===== src/rtl/irq_grp_pkg.sv =====
package irq_grp_pkg;
    localparam int unsigned ADDR_W = 2;

    typedef enum logic [ADDR_W-1:0] {
        SEL_RAW  = 2'd0,
        SEL_PEND = 2'd1,
        SEL_ENA  = 2'd2,
        SEL_IDX  = 2'd3
    } reg_sel_e;
endpackage


===== src/rtl/irq_grp_capture.sv =====
module irq_grp_capture #(
    parameter int unsigned N = 8
) (
    input  logic         clk_i,
    input  logic         rst_ni,
    input  logic [N-1:0] req_i,
    input  logic [N-1:0] clr_i,
    output logic [N-1:0] stat_o
);
    typedef struct packed {
        logic [N-1:0] req;
        logic [N-1:0] stat;
    } cap_t;

    cap_t         s_d, s_q;
    logic [N-1:0] rise;

    always_comb begin
        s_d      = s_q;
        rise     = req_i & ~s_q.req;
        s_d.req  = req_i;
        // a new edge wins over a clear of the same bit
        s_d.stat = (s_q.stat & ~clr_i) | rise;
    end

    always_ff @(posedge clk_i or negedge rst_ni) begin
        if (!rst_ni) s_q <= '0;
        else         s_q <= s_d;
    end

    assign stat_o = s_q.stat;

    // an observed rising edge always leaves its bit set
    assert_edge_sets_R2: assert property (@(posedge clk_i) disable iff (!rst_ni)
        1'b1 |=> ((stat_o & $past(req_i & ~s_q.req)) == $past(req_i & ~s_q.req)));

    // only the bit named by the clear vector may fall
    assert_only_named_clear_R8: assert property (@(posedge clk_i) disable iff (!rst_ni)
        1'b1 |=> (($past(stat_o) & ~stat_o & ~$past(clr_i)) == '0));
endmodule


===== src/rtl/irq_grp_prio.sv =====
module irq_grp_prio #(
    parameter int unsigned N     = 8,
    parameter int unsigned IDX_W = 4
) (
    input  logic [N-1:0]     pend_i,
    output logic [IDX_W-1:0] code_o,
    output logic [N-1:0]     grant_o
);
    always_comb begin
        code_o  = '0;
        grant_o = '0;
        // scan downward so that the lowest pending number is the last assignment
        for (int i = N - 1; i >= 0; i--) begin
            if (pend_i[i]) begin
                code_o  = IDX_W'(i + 1);
                grant_o = N'(1) << i;
            end
        end
    end
endmodule


===== src/rtl/irq_grp_regs.sv =====
module irq_grp_regs
    import irq_grp_pkg::*;
#(
    parameter int unsigned N      = 8,
    parameter int unsigned DATA_W = 32,
    parameter int unsigned IDX_W  = 4
) (
    input  logic              clk_i,
    input  logic              rst_ni,
    input  logic              rd_i,
    input  logic [ADDR_W-1:0] addr_i,
    input  logic [N-1:0]      raw_i,
    input  logic [N-1:0]      pend_i,
    input  logic [N-1:0]      ena_i,
    input  logic [IDX_W-1:0]  code_i,
    input  logic [N-1:0]      grant_i,
    output logic [DATA_W-1:0] rdata_o,
    output logic [N-1:0]      clr_o
);
    typedef struct packed {
        logic [DATA_W-1:0] rdata;
    } rd_t;

    rd_t      r_d, r_q;
    reg_sel_e sel;

    always_comb begin
        r_d   = r_q;
        sel   = reg_sel_e'(addr_i);
        clr_o = '0;
        if (rd_i) begin
            unique case (sel)
                SEL_RAW:  r_d.rdata = DATA_W'(raw_i);
                SEL_PEND: r_d.rdata = DATA_W'(pend_i);
                SEL_ENA:  r_d.rdata = DATA_W'(ena_i);
                SEL_IDX: begin
                    r_d.rdata = DATA_W'(code_i);
                    clr_o     = grant_i;
                end
                default:  r_d.rdata = '0;
            endcase
        end
    end

    always_ff @(posedge clk_i or negedge rst_ni) begin
        if (!rst_ni) r_q <= '0;
        else         r_q <= r_d;
    end

    assign rdata_o = r_q.rdata;

    assert_mask_ones_R5: assert property (@(posedge clk_i) disable iff (!rst_ni)
        (rd_i && addr_i == SEL_ENA) |=> (rdata_o == DATA_W'({N{1'b1}})));

    assert_idx_empty_R6: assert property (@(posedge clk_i) disable iff (!rst_ni)
        (rd_i && addr_i == SEL_IDX && raw_i == '0) |=> (rdata_o == '0));

    assert_idx_nonzero_R7: assert property (@(posedge clk_i) disable iff (!rst_ni)
        (rd_i && addr_i == SEL_IDX && raw_i != '0) |=> (rdata_o != '0));

    assert_masked_equals_raw_R4: assert property (@(posedge clk_i) disable iff (!rst_ni)
        (rd_i && addr_i == SEL_PEND) |=> (rdata_o == DATA_W'($past(raw_i))));

    assert_hold_R11: assert property (@(posedge clk_i) disable iff (!rst_ni)
        !rd_i |=> $stable(rdata_o));
endmodule


===== src/rtl/irq_grp_agg.sv =====
module irq_grp_agg
    import irq_grp_pkg::*;
#(
    parameter int unsigned N_SRC  = 8,
    parameter int unsigned DATA_W = 32
) (
    input  logic              clk_i,
    input  logic              rst_ni,
    input  logic [N_SRC-1:0]  req_i,
    input  logic [ADDR_W-1:0] addr_i,
    input  logic              rd_i,
    input  logic              wr_i,
    input  logic [DATA_W-1:0] wdata_i,
    output logic [DATA_W-1:0] rdata_o,
    output logic              irq_o
);
    localparam int unsigned IDX_W = $clog2(N_SRC + 1);
    localparam logic [N_SRC-1:0] ENA_MASK = {N_SRC{1'b1}};

    logic [N_SRC-1:0] raw, pend, grant, clr;
    logic [IDX_W-1:0] code;

    irq_grp_capture #(.N(N_SRC)) u_cap (
        .clk_i  (clk_i),
        .rst_ni (rst_ni),
        .req_i  (req_i),
        .clr_i  (clr),
        .stat_o (raw)
    );

    assign pend  = raw & ENA_MASK;
    assign irq_o = |pend;

    irq_grp_prio #(.N(N_SRC), .IDX_W(IDX_W)) u_prio (
        .pend_i  (pend),
        .code_o  (code),
        .grant_o (grant)
    );

    irq_grp_regs #(.N(N_SRC), .DATA_W(DATA_W), .IDX_W(IDX_W)) u_regs (
        .clk_i   (clk_i),
        .rst_ni  (rst_ni),
        .rd_i    (rd_i),
        .addr_i  (addr_i),
        .raw_i   (raw),
        .pend_i  (pend),
        .ena_i   (ENA_MASK),
        .code_i  (code),
        .grant_i (grant),
        .rdata_o (rdata_o),
        .clr_o   (clr)
    );

    // a write alone never disturbs the read data
    assert_write_ignored_R12: assert property (@(posedge clk_i) disable iff (!rst_ni)
        (wr_i && !rd_i && wdata_i != '0) |=> $stable(rdata_o));

    // request stays high while something remains pending after a clear
    assert_irq_follows_R9: assert property (@(posedge clk_i) disable iff (!rst_ni)
        ($past(raw & ~clr) != '0) |-> irq_o);
endmodule


===== config.mk =====
export PLATFORM = sky130hd
export DESIGN_NAME = irq_grp_agg
export DESIGN_NICKNAME = d
export VERILOG_FILES = /design/src/rtl/irq_grp_pkg.sv /design/src/rtl/irq_grp_capture.sv /design/src/rtl/irq_grp_prio.sv /design/src/rtl/irq_grp_regs.sv /design/src/rtl/irq_grp_agg.sv
export SDC_FILE = /design/constraint.sdc
export NUM_CORES = 1
export LEC_CHECK = 0
export ABC_AREA = 0
export BUFFER_PORTS_ARGS = -buffer_cell sky130_fd_sc_hd__clkbuf_2
export CAP_MARGIN = 20
export CORE_MARGIN = 5
export CORE_UTILIZATION = 32
export CTS_BUF_LIST = sky130_fd_sc_hd__clkbuf_8
export DETAILED_ROUTE_END_ITERATION = 7
export MAX_ROUTING_LAYER = met4
export PLACE_DENSITY_LB_ADDON = 0.12
export REMOVE_ABC_BUFFERS = 1
export SETUP_SLACK_MARGIN = 0.02
export SLEW_MARGIN = 15
export SYNTH_ARGS = -nofsm -noshare
export SYNTH_HDL_FRONTEND = slang
export SYNTH_SLANG_ARGS = --single-unit

===== constraint.sdc =====
create_clock -name clk_i -period 2.9 [get_ports clk_i]
set_clock_uncertainty 0.05 [all_clocks]
set_input_delay 0.29 -clock clk_i [delete_from_list [all_inputs] [get_ports clk_i]]
set_output_delay 0.29 -clock clk_i [all_outputs]
set_load 0.03 [all_outputs]

==> flow_metrics.py, run 1 <==
metrics = {
    "timing": {
        "maxClockFrequency_ghz": 0.4786,
        "slew_violations": 0,
        "fin_crit_ns": 2.090,
        "setup_ws_ns": 0.8104,
        "slew_headroom_pct": 60.66,
        "tns_ns": 0,
        "fin_crit_sh_pct": 72.06,
        "setup_viol": 0,
        "tightest_slew_ns": 0.5900,
        "hold_viol": 0,
        "worst_hold_slack_ns": 0.08124,
        "rsz0062_at_grt": "no",
    },
    "status": {
        "status": "finished, final reports clean",
    },
    "routing": {
        "drtPass1Iterations": 4,
        "drc_errors": 0,
        "drt_iter0_markers": 20,
        "ant_nets": 0,
        "wl_per_cell_microns": 11.88,
        "avgViaCountPerCell": 4.221,
        "wl_microns": 2257,
        "via_count": 802,
    },
    "clocking": {
        "cts_htree_levels": 1,
        "path_clk_slew_ns": 0.09,
        "cts.path.max_buffers": 2,
        "cts_resized": 0,
        "cts_buffers": 3,
        "cts_tree": "done",
        "cts-root-buf": "clkbuf_8",
        "post_cts_buffers": 0,
        "insertion_delay_ns": 0.27,
        "cts.sinks": 24,
    },
    "yosys": {
        "yosys.area.top_type": "dfrtp_1",
        "netlist_instances": 121,
        "yosys_warnings": 0,
        "synthFlopType": "dfrtp_1",
        "synth.area.top_cells": "dfrtp_1 51%, buf_4 15%, o21ai_0 4.3%, nor2_1 3.8%, a21oi_1 3.4%",
        "yosysSeqAreaShare_pct": 51.12,
        "synthArstFlopShare_pct": 100.0,
        "synth-edff-count": 0,
        "ys_seq_elements": 24,
        "synth_top_area_share_pct": 51.12,
        "netlist_area_sq_um": 1175,
        "avgSynthCellArea_sq_um": 9.710,
        "synth_common_cells": "24 x buf_4, 24 x dfrtp_1, 12 x nor2_1",
        "ys_types": 28,
    },
    "global_routing": {
        "grt_max_degree": 25,
        "met3_usage_pct": 2.415,
        "grt_overflow": 0,
        "use_met2_pct": 14.86,
        "grt_antenna_before_repair": 0,
        "grt_pass1_wl_microns": 3670,
        "top_usage_layer": "met2",
        "grt_usage_pct": 9.597,
        "use_met1_pct": 11.54,
        "grt_pass1_vias": 779,
    },
    "final_layout": {
        "fillers": 398,
        "n_antenna_cell": 0,
        "seq_area_sq_um": 600.6,
        "postLayoutCoreUtil_pct": 35.84,
        "finalNetCount": 189,
        "drive_above_1_share_pct": 19.01,
        "areaGrowthSynthToFinish_pct": 10.01,
        "multiInputGateArea_sq_um": 424.2,
    },
    "critical_path": {
        "crit_path_max_incr_delay_ns": 0.60,
        "cp.required_ns": 2.56,
        "cp_slowest_cell": "or4_1",
        "start_kind": "flop",
        "critPathCaptureType": "output pin",
        "worstSetupPathType": "reg2out",
        "crit_arrival_ns": 1.75,
        "crit_start": "u_cap.stat_o[4]",
        "r2r_slack_ns": 1.35,
        "r2r_start": "u_cap.stat_o[2]",
        "crit_fanout": 7,
        "cp_cell_sequence": "or4_1 -> nor2_1 -> nand2_1 -> clkbuf_2",
        "cp-endpoint": "irq_o",
        "reg2reg_to": "u_cap.stat_o[5]",
        "reg2regPathDepth": 3,
    },
    "floorplan": {
        "die_x_microns": 70.59,
        "dieArea_sq_um": 4983,
        "dieHeight_microns": 70.59,
        "pin_count": 79,
        "num_rows": 22,
        "start_util_pct": 32.58,
        "core_area_sq_um": 3606,
    },
    "placed_design": {
        "pre_cts_slack_ns": 1.110,
        "gp_congestion": 0.7182,
        "place_hpwl_microns": 1650,
        "portBuffers": 21,
    },
    "run": {
        "maxCapViolations": 0,
    },
    "pwr": {
        "power_leakage_nw": 0.5955,
        "power.density_nw_per_um2": 560.0,
        "vdd_drop_max_mv": 0.1948,
    },
    "hold_path": {
        "hold_path_class": "in2reg",
    },
}
## kinds of logic (layout without fill, tap and decap cells)
kind of cell    Yosys count  after routing  synth area share (%)
buf+inv                  38             36                 20.13
compound gates           31             31                 16.72
simple gates             25             25                 9.904
flops                    24             24                 51.12
mux                       2              2                 1.810
other cells               1             24                0.3192
## registers in the layout, indices dropped and copies added (netlist names)
register and cells:
u_cap.stat_o 8, u_cap.s_q 8, u_regs.rdata_o 8
## how the worst min path moves through the flow
stage / start / end / slack [ns] / depth (start not counted)
final: req_i[5] / u_cap.s_q[13] / 0.08 / 1
after global routing: req_i[4] / u_cap.s_q[12] / 0.08 / 1
after CTS: req_i[5] / u_cap.s_q[13] / 0.08 / 1
after detailed placement: rst_ni / u_regs.rdata_o[1] / 0.27 / 1
after global placement: rst_ni / u_regs.rdata_o[0] / 0.27 / 1
after floorplan: rst_ni / u_cap.s_q[10] / -0.06 / 0
## layout by cell type, fill, tap and decap left out, types with 2 or more instances in the layout
cell type / count
clkbuf_2: 21
nor2b_1: 3
dfrtp_1: 24
o21ai_0: 10
nand2_1: 3
or3_1: 2
o31ai_1: 3
inv_1: 10
nor3_1: 2
nor2_1: 12
a31oi_1: 2
conb_1: 24
clkbuf_8: 4
a21oi_1: 8
## worst max-delay path, delay by kind of cell (launching register included)
kind | cells | cell delay [ns]
DFF | 1 | 0.47
buffers and inverters | 1 | 0.18
and+or+nand+nor | 3 | 0.84
## through the flow
step                      cells  instance area, sq um  total power (W)
after floorplan             116                  1062        0.0004589
after global placement      185                  1227        0.0004975
after detailed placement    185                  1227        0.0004993
after CTS                   190                  1292        0.0007298
after global routing        190                  1292        0.0007587
final                       190                  1292        0.0007238
## metal layers
metal  vias up  wire length [microns]  share of wire, %
met4         0                     46               2.0
met5         -                      0                 0
li1        399                      -                 -
met2        35                   1001                44
met1       363                   1028                46
met3         5                    180               8.0
## repair_timing
action / CTS / global route
hold endpoints to repair: 24 / 0
setup endpoints to repair: 0 / 0
hold buffers: 1 / 0
## where the power goes
group / switching [W] / internal [W] / total [W]
sequential: 0.0000137 / 0.000355 / 0.000368
clock: 0.000109 / 0.000121 / 0.000230
combinational: 0.0000981 / 0.0000273 / 0.000125
## final cells by class
cell class                 instances  area share [%]
multi-input combinational         82           32.82
tap                               48           4.647
inverter                          10           2.904
clock buffer                       4           4.259
timing repair buffer              22           8.906
sequential                        24           46.47
No activity file was read; power rests on OpenSTA's default activity.
==> run 2: changes to the inputs <==
- clock period: 2.9 -> 1.8 ns (I/O delays scaled with it)
==> flow_metrics.py, run 2 (synthesis gave the netlist of run 1 again) <==
metrics = {
    "clocking": {
        "insertion_delay_ns": 0.26,
        "path_clk_slew_ns": 0.08,
        "cts_tree": "done",
        "cts.path.max_buffers": 2,
        "cts_buffers": 3,
        "cts_htree_levels": 1,
        "cts-root-buf": "clkbuf_8",
        "cts.sinks": 24,
    },
    "global_routing": {
        "grt_pass1_vias": 785,
        "grt_antenna_before_repair": 0,
        "grt_usage_pct": 9.511,
        "grt_pass1_wl_microns": 3705,
        "grt_overflow": 0,
        "grt_max_degree": 25,
    },
    "final_layout": {
        "areaGrowthSynthToFinish_pct": 26.41,
        "design_area_sq_um": 1485,
        "multiInputGateArea_sq_um": 442.9,
        "layoutNonFillerInstCount": 207,
        "seq_area_sq_um": 600.6,
        "fillers": 366,
        "final_cell_mix": "24 x conb_1, 24 x dfrtp_1, 20 x clkbuf_2, 11 x nor2_1",
        "drive_above_1_share_pct": 25.16,
        "n_antenna_cell": 0,
        "finalNetCount": 206,
    },
    "pwr": {
        "power_leakage_nw": 0.6829,
        "p_total_w": 0.001282,
        "vdd_drop_max_mv": 0.6144,
        "power.density_nw_per_um2": 863.1,
    },
    "routing": {
        "drt_iter0_markers": 16,
        "wl_per_cell_microns": 10.76,
        "drc_errors": 0,
        "drtPass1Iterations": 5,
        "ant_nets": 0,
        "avgViaCountPerCell": 4.227,
        "wl_microns": 2227,
        "via_count": 875,
    },
    "timing": {
        "maxClockFrequency_ghz": 0.5693,
        "setup_viol": 0,
        "worst_hold_slack_ns": 0.2504,
        "slew_violations": 0,
        "setup_ws_ns": 0.04342,
        "fin_crit_sh_pct": 97.59,
        "rsz0062_at_grt": "yes",
        "slew_headroom_pct": 61.56,
        "hold_viol": 0,
        "fin_crit_ns": 1.757,
        "tightest_slew_ns": 0.5766,
    },
    "critical_path": {
        "start_kind": "flop",
        "cp.required_ns": 1.57,
        "critPathCaptureType": "output pin",
        "worstSetupPathType": "reg2out",
        "reg2reg_to": "u_cap.stat_o[7]",
        "crit_fanout": 2,
        "r2r_start": "u_cap.stat_o[4]",
        "crit_arrival_ns": 1.53,
        "r2r_slack_ns": 0.30,
        "reg2regPathDepth": 4,
    },
    "hold_path": {
        "hold_depth": 3,
        "hold_end": "u_regs.rdata_o[2]",
        "hp-start": "addr_i[1]",
        "hold_path_class": "in2reg",
    },
    "floorplan": {
        "start_util_pct": 32.58,
        "num_rows": 22,
        "dieArea_sq_um": 4983,
        "die_x_microns": 70.59,
        "pin_count": 79,
        "dieHeight_microns": 70.59,
        "core_area_sq_um": 3606,
    },
    "placed_design": {
        "place_hpwl_microns": 1698,
        "pre_cts_slack_ns": 0.2112,
        "portBuffers": 21,
        "placed_cells": 193,
        "placed_cell_area_sq_um": 1287,
        "gp_congestion": 0.7631,
    },
    "run": {
        "maxCapViolations": 0,
    },
    "status": {
        "status": "finished, final reports clean",
    },
}
==> run 2: cell count changes in the layout (fill, tap and decap cells not counted), sizes merged <==
cell and delta:
buf +10, clkbuf -2, dlygate4sd3 +8, bufinv +1
==> run 2: power by group <==
| part | total, W | internal, W | switching (W) |
|---|---|---|---|
| Clock | 0.000466 | 0.000297 | 0.000169 |
| Sequential | 0.000585 | 0.000571 | 0.0000140 |
| Combinational | 0.000231 | 0.0000630 | 0.000168 |
==> run 2: metal layers <==
layer | share of wire [%] | vias to the layer above | GRT usage (%)
met2 | 45 | 34 | 14.45
met4 | 0.81 | 0 | 2.505
met1 | 43 | 405 | 11.73
li1 | - | 434 | -
met5 | 0 | - | -
met3 | 10 | 2 | 3.977
==> run 2: area by class of cell <==
cell class	instances	area share [%]
flip-flops and latches	24	40.44
well taps	48	4.044
repair buffers	39	18.37
inverters	10	2.527
clock inverters	1	2.022
multi-input cells	82	29.82
clock buffers	3	2.780
==> run 2: critical path, cell delays in order (launching register included) <==
cell,delay [ns]
dfrtp_1,0.39
or4_4,0.56
nor2_4,0.11
nand2_2,0.07
buf_8,0.13
==> run 2: repair_timing <==
action | 4_1_cts | 5_1_grt
setup buffers | 1 | 0
resized for setup | 6 | 2
hold buffers | 9 | 0
pin swaps | 1 | 1
endpoints found under the setup margin | 1 | 1
cloned | 0 | 0
hold endpoints to repair | 32 | 0
==> run 2: worst max path at each step <==
| stage | startpoint | endpoint | slack [ns] |
|---|---|---|---|
| after floorplan | u_cap.stat_o[4] | irq_o | 0.26 |
| after global placement | u_cap.stat_o[4] | irq_o | 0.22 |
| after detailed placement | u_cap.stat_o[4] | irq_o | 0.21 |
| after CTS | u_cap.stat_o[3] | irq_o | 0.02 |
| after global routing | u_cap.stat_o[4] | irq_o | -0.02 |
| final | u_cap.stat_o[4] | irq_o | 0.04 |
==> run 2: stage by stage <==
step	util [%]	TNS, ns
4_1_cts	41.08	0
6_report	41.19	0
3_5_place_dp	35.70	0
5_1_grt	41.19	-0.01968
3_3_place_gp	35.70	0
2_1_floorplan	-	0
==> run 3: changes to the inputs <==
- BUFFER_PORTS_ARGS: -buffer_cell sky130_fd_sc_hd__clkbuf_2 -> -buffer_cell sky130_fd_sc_hd__buf_4
==> flow_metrics.py, run 3 (synthesis gave the netlist of run 1 again) <==
metrics = {
    "final_layout": {
        "areaGrowthSynthToFinish_pct": 29.71,
        "layoutNonFillerInstCount": 206,
        "seq_area_sq_um": 600.6,
        "fillers": 357,
        "n_antenna_cell": 0,
        "final_cell_mix": "28 x buf_4, 24 x conb_1, 24 x dfrtp_1, 11 x nor2_1",
        "multiInputGateArea_sq_um": 442.9,
        "finalNetCount": 205,
        "drive_above_1_share_pct": 24.68,
        "layout_commonest_cell": "buf_4",
    },
    "timing": {
        "hold_viol": 0,
        "setup_viol": 0,
        "slew_violations": 0,
        "tns_ns": 0,
        "fin_crit_sh_pct": 96.80,
        "worst_hold_slack_ns": 0.1665,
        "maxClockFrequency_ghz": 0.5739,
        "fin_crit_ns": 1.742,
        "rsz0062_at_grt": "yes",
    },
    "pwr": {
        "switching_power_w": 0.0003557,
        "seqPwrFrac_pct": 45.3,
        "power_leakage_nw": 0.6885,
        "vdd_drop_max_mv": 0.3742,
        "clock_power_share_pct": 36.2,
        "p_int_w": 0.0009459,
        "swShare_pct": 27.33,
        "power_frac_comb_pct": 18.5,
        "power.density_nw_per_um2": 854.1,
    },
    "critical_path": {
        "worstSetupPathType": "reg2out",
        "crit_fanout": 2,
        "critPathCaptureType": "output pin",
        "crit_path_max_incr_delay_ns": 0.56,
        "cp.required_ns": 1.57,
        "crit_arrival_ns": 1.51,
        "start_kind": "flop",
        "critical_path.top_delay_family": "simple AND/OR/NAND/NOR gates",
        "critPathBufInv": 1,
        "cp_cell_sequence": "or4_4 -> nor2_4 -> nand2_2 -> buf_6",
        "cp_slowest_cell": "or4_4",
    },
    "floorplan": {
        "core_area_sq_um": 3606,
        "dieHeight_microns": 70.59,
        "start_util_pct": 32.58,
        "num_rows": 22,
        "die_x_microns": 70.59,
        "dieArea_sq_um": 4983,
        "pin_count": 79,
    },
    "placed_design": {
        "placed_cells": 191,
        "gp_congestion": 0.7422,
        "portBuffers": 21,
        "place_hpwl_microns": 1697,
    },
    "clocking": {
        "cts-root-buf": "clkbuf_8",
        "cts.sinks": 24,
        "cts_htree_levels": 1,
        "path_clk_slew_ns": 0.09,
        "cts_buffers": 3,
        "cts_tree": "done",
        "insertion_delay_ns": 0.27,
        "cts.path.max_buffers": 2,
    },
    "routing": {
        "wl_per_cell_microns": 11.37,
        "wl_microns": 2342,
        "drt_iter0_markers": 31,
        "drtPass1Iterations": 4,
        "ant_nets": 0,
        "drc_errors": 0,
        "avgViaCountPerCell": 4.194,
        "via_count": 864,
    },
    "global_routing": {
        "grt_pass1_wl_microns": 4002,
        "grt_max_degree": 25,
        "grt_overflow": 0,
        "grt_pass1_vias": 875,
        "grt_antenna_before_repair": 0,
        "grt_usage_pct": 10.22,
    },
    "hold_path": {
        "hold_path_class": "in2reg",
    },
    "status": {
        "status": "finished, final reports clean",
    },
    "run": {
        "maxCapViolations": 0,
    },
}
## run 3: changes by cell type in the layout (fill, tap and decap cells not counted)
cell and delta:
buf_4 +19, clkbuf_2 -20, buf_8 -1, buf_6 +1
## run 3: worst register-to-register path: cells and delay by family, from the launching register on
family / cells / cell delay (ns)
simple gates: 2 / 0.68
compound gates: 1 / 0.10
buf+inv: 1 / 0.16
flops: 1 / 0.39
## run 3: worst paths after layout
kind                                  from                 to  slack (ns)  cells after the start
min                                   rd_i  u_regs.rdata_o[6]        0.17                      2
max reg2reg                u_cap.stat_o[3]    u_cap.stat_o[7]        0.32                      4
min in group asynchronous           rst_ni  u_regs.rdata_o[0]        0.29                      2
max in group asynchronous           rst_ni      u_cap.s_q[11]        1.17                      2
max                        u_cap.stat_o[3]              irq_o        0.06                      4
min reg2reg                  u_cap.s_q[13]    u_cap.stat_o[5]        0.36                      1
## run 3: through the flow
stage	util [%]	power [W]	area [sq um]	worst slack (ns)
6_report	42.26	0.001302	1524	0.05752
5_1_grt	42.26	0.001361	1524	0.007261
4_1_cts	41.88	0.001318	1510	0.02323
3_5_place_dp	36.75	0.0008264	1325	0.2098
3_3_place_gp	36.75	0.0008237	1325	0.2360
2_1_floorplan	-	0.0007394	1062	0.2619
## run 3: per-layer routing
| layer | share of wire (%) | GRT usage, % |
|---|---|---|
| met5 | 0 | - |
| met2 | 49 | 17.15 |
| met4 | 1.5 | 4.384 |
| met3 | 7.8 | 1.847 |
| met1 | 42 | 12.03 |
## run 3: what timing repair did
item,4_1_cts,5_1_grt
setup endpoints to repair,1,1
hold buffers,9,0
setup buffers,1,1
resized for setup,4,2
endpoints found under the hold margin,32,0
pin swaps,1,0
## run 3: cell type report
type | count | share of cell area, %
tap | 48 | 3.941
clock inverter | 1 | 1.970
clock buffer | 3 | 2.709
sequential | 24 | 39.41
multi-input combinational | 82 | 29.06
inverter | 10 | 2.463
timing repair buffer | 38 | 20.44
## run 3: power groups by stage
| stage | clock [W] | sequential [W] | combinational (W) |
|---|---|---|---|
| 2_1_floorplan | 0 | 0.000638 | 0.000101 |
| 3_3_place_gp | 0 | 0.000599 | 0.000225 |
| 3_5_place_dp | 0 | 0.000600 | 0.000227 |
| 4_1_cts | 0.000486 | 0.000589 | 0.000242 |
| 5_1_grt | 0.000504 | 0.000594 | 0.000263 |
| 6_report | 0.000471 | 0.000589 | 0.000241 |
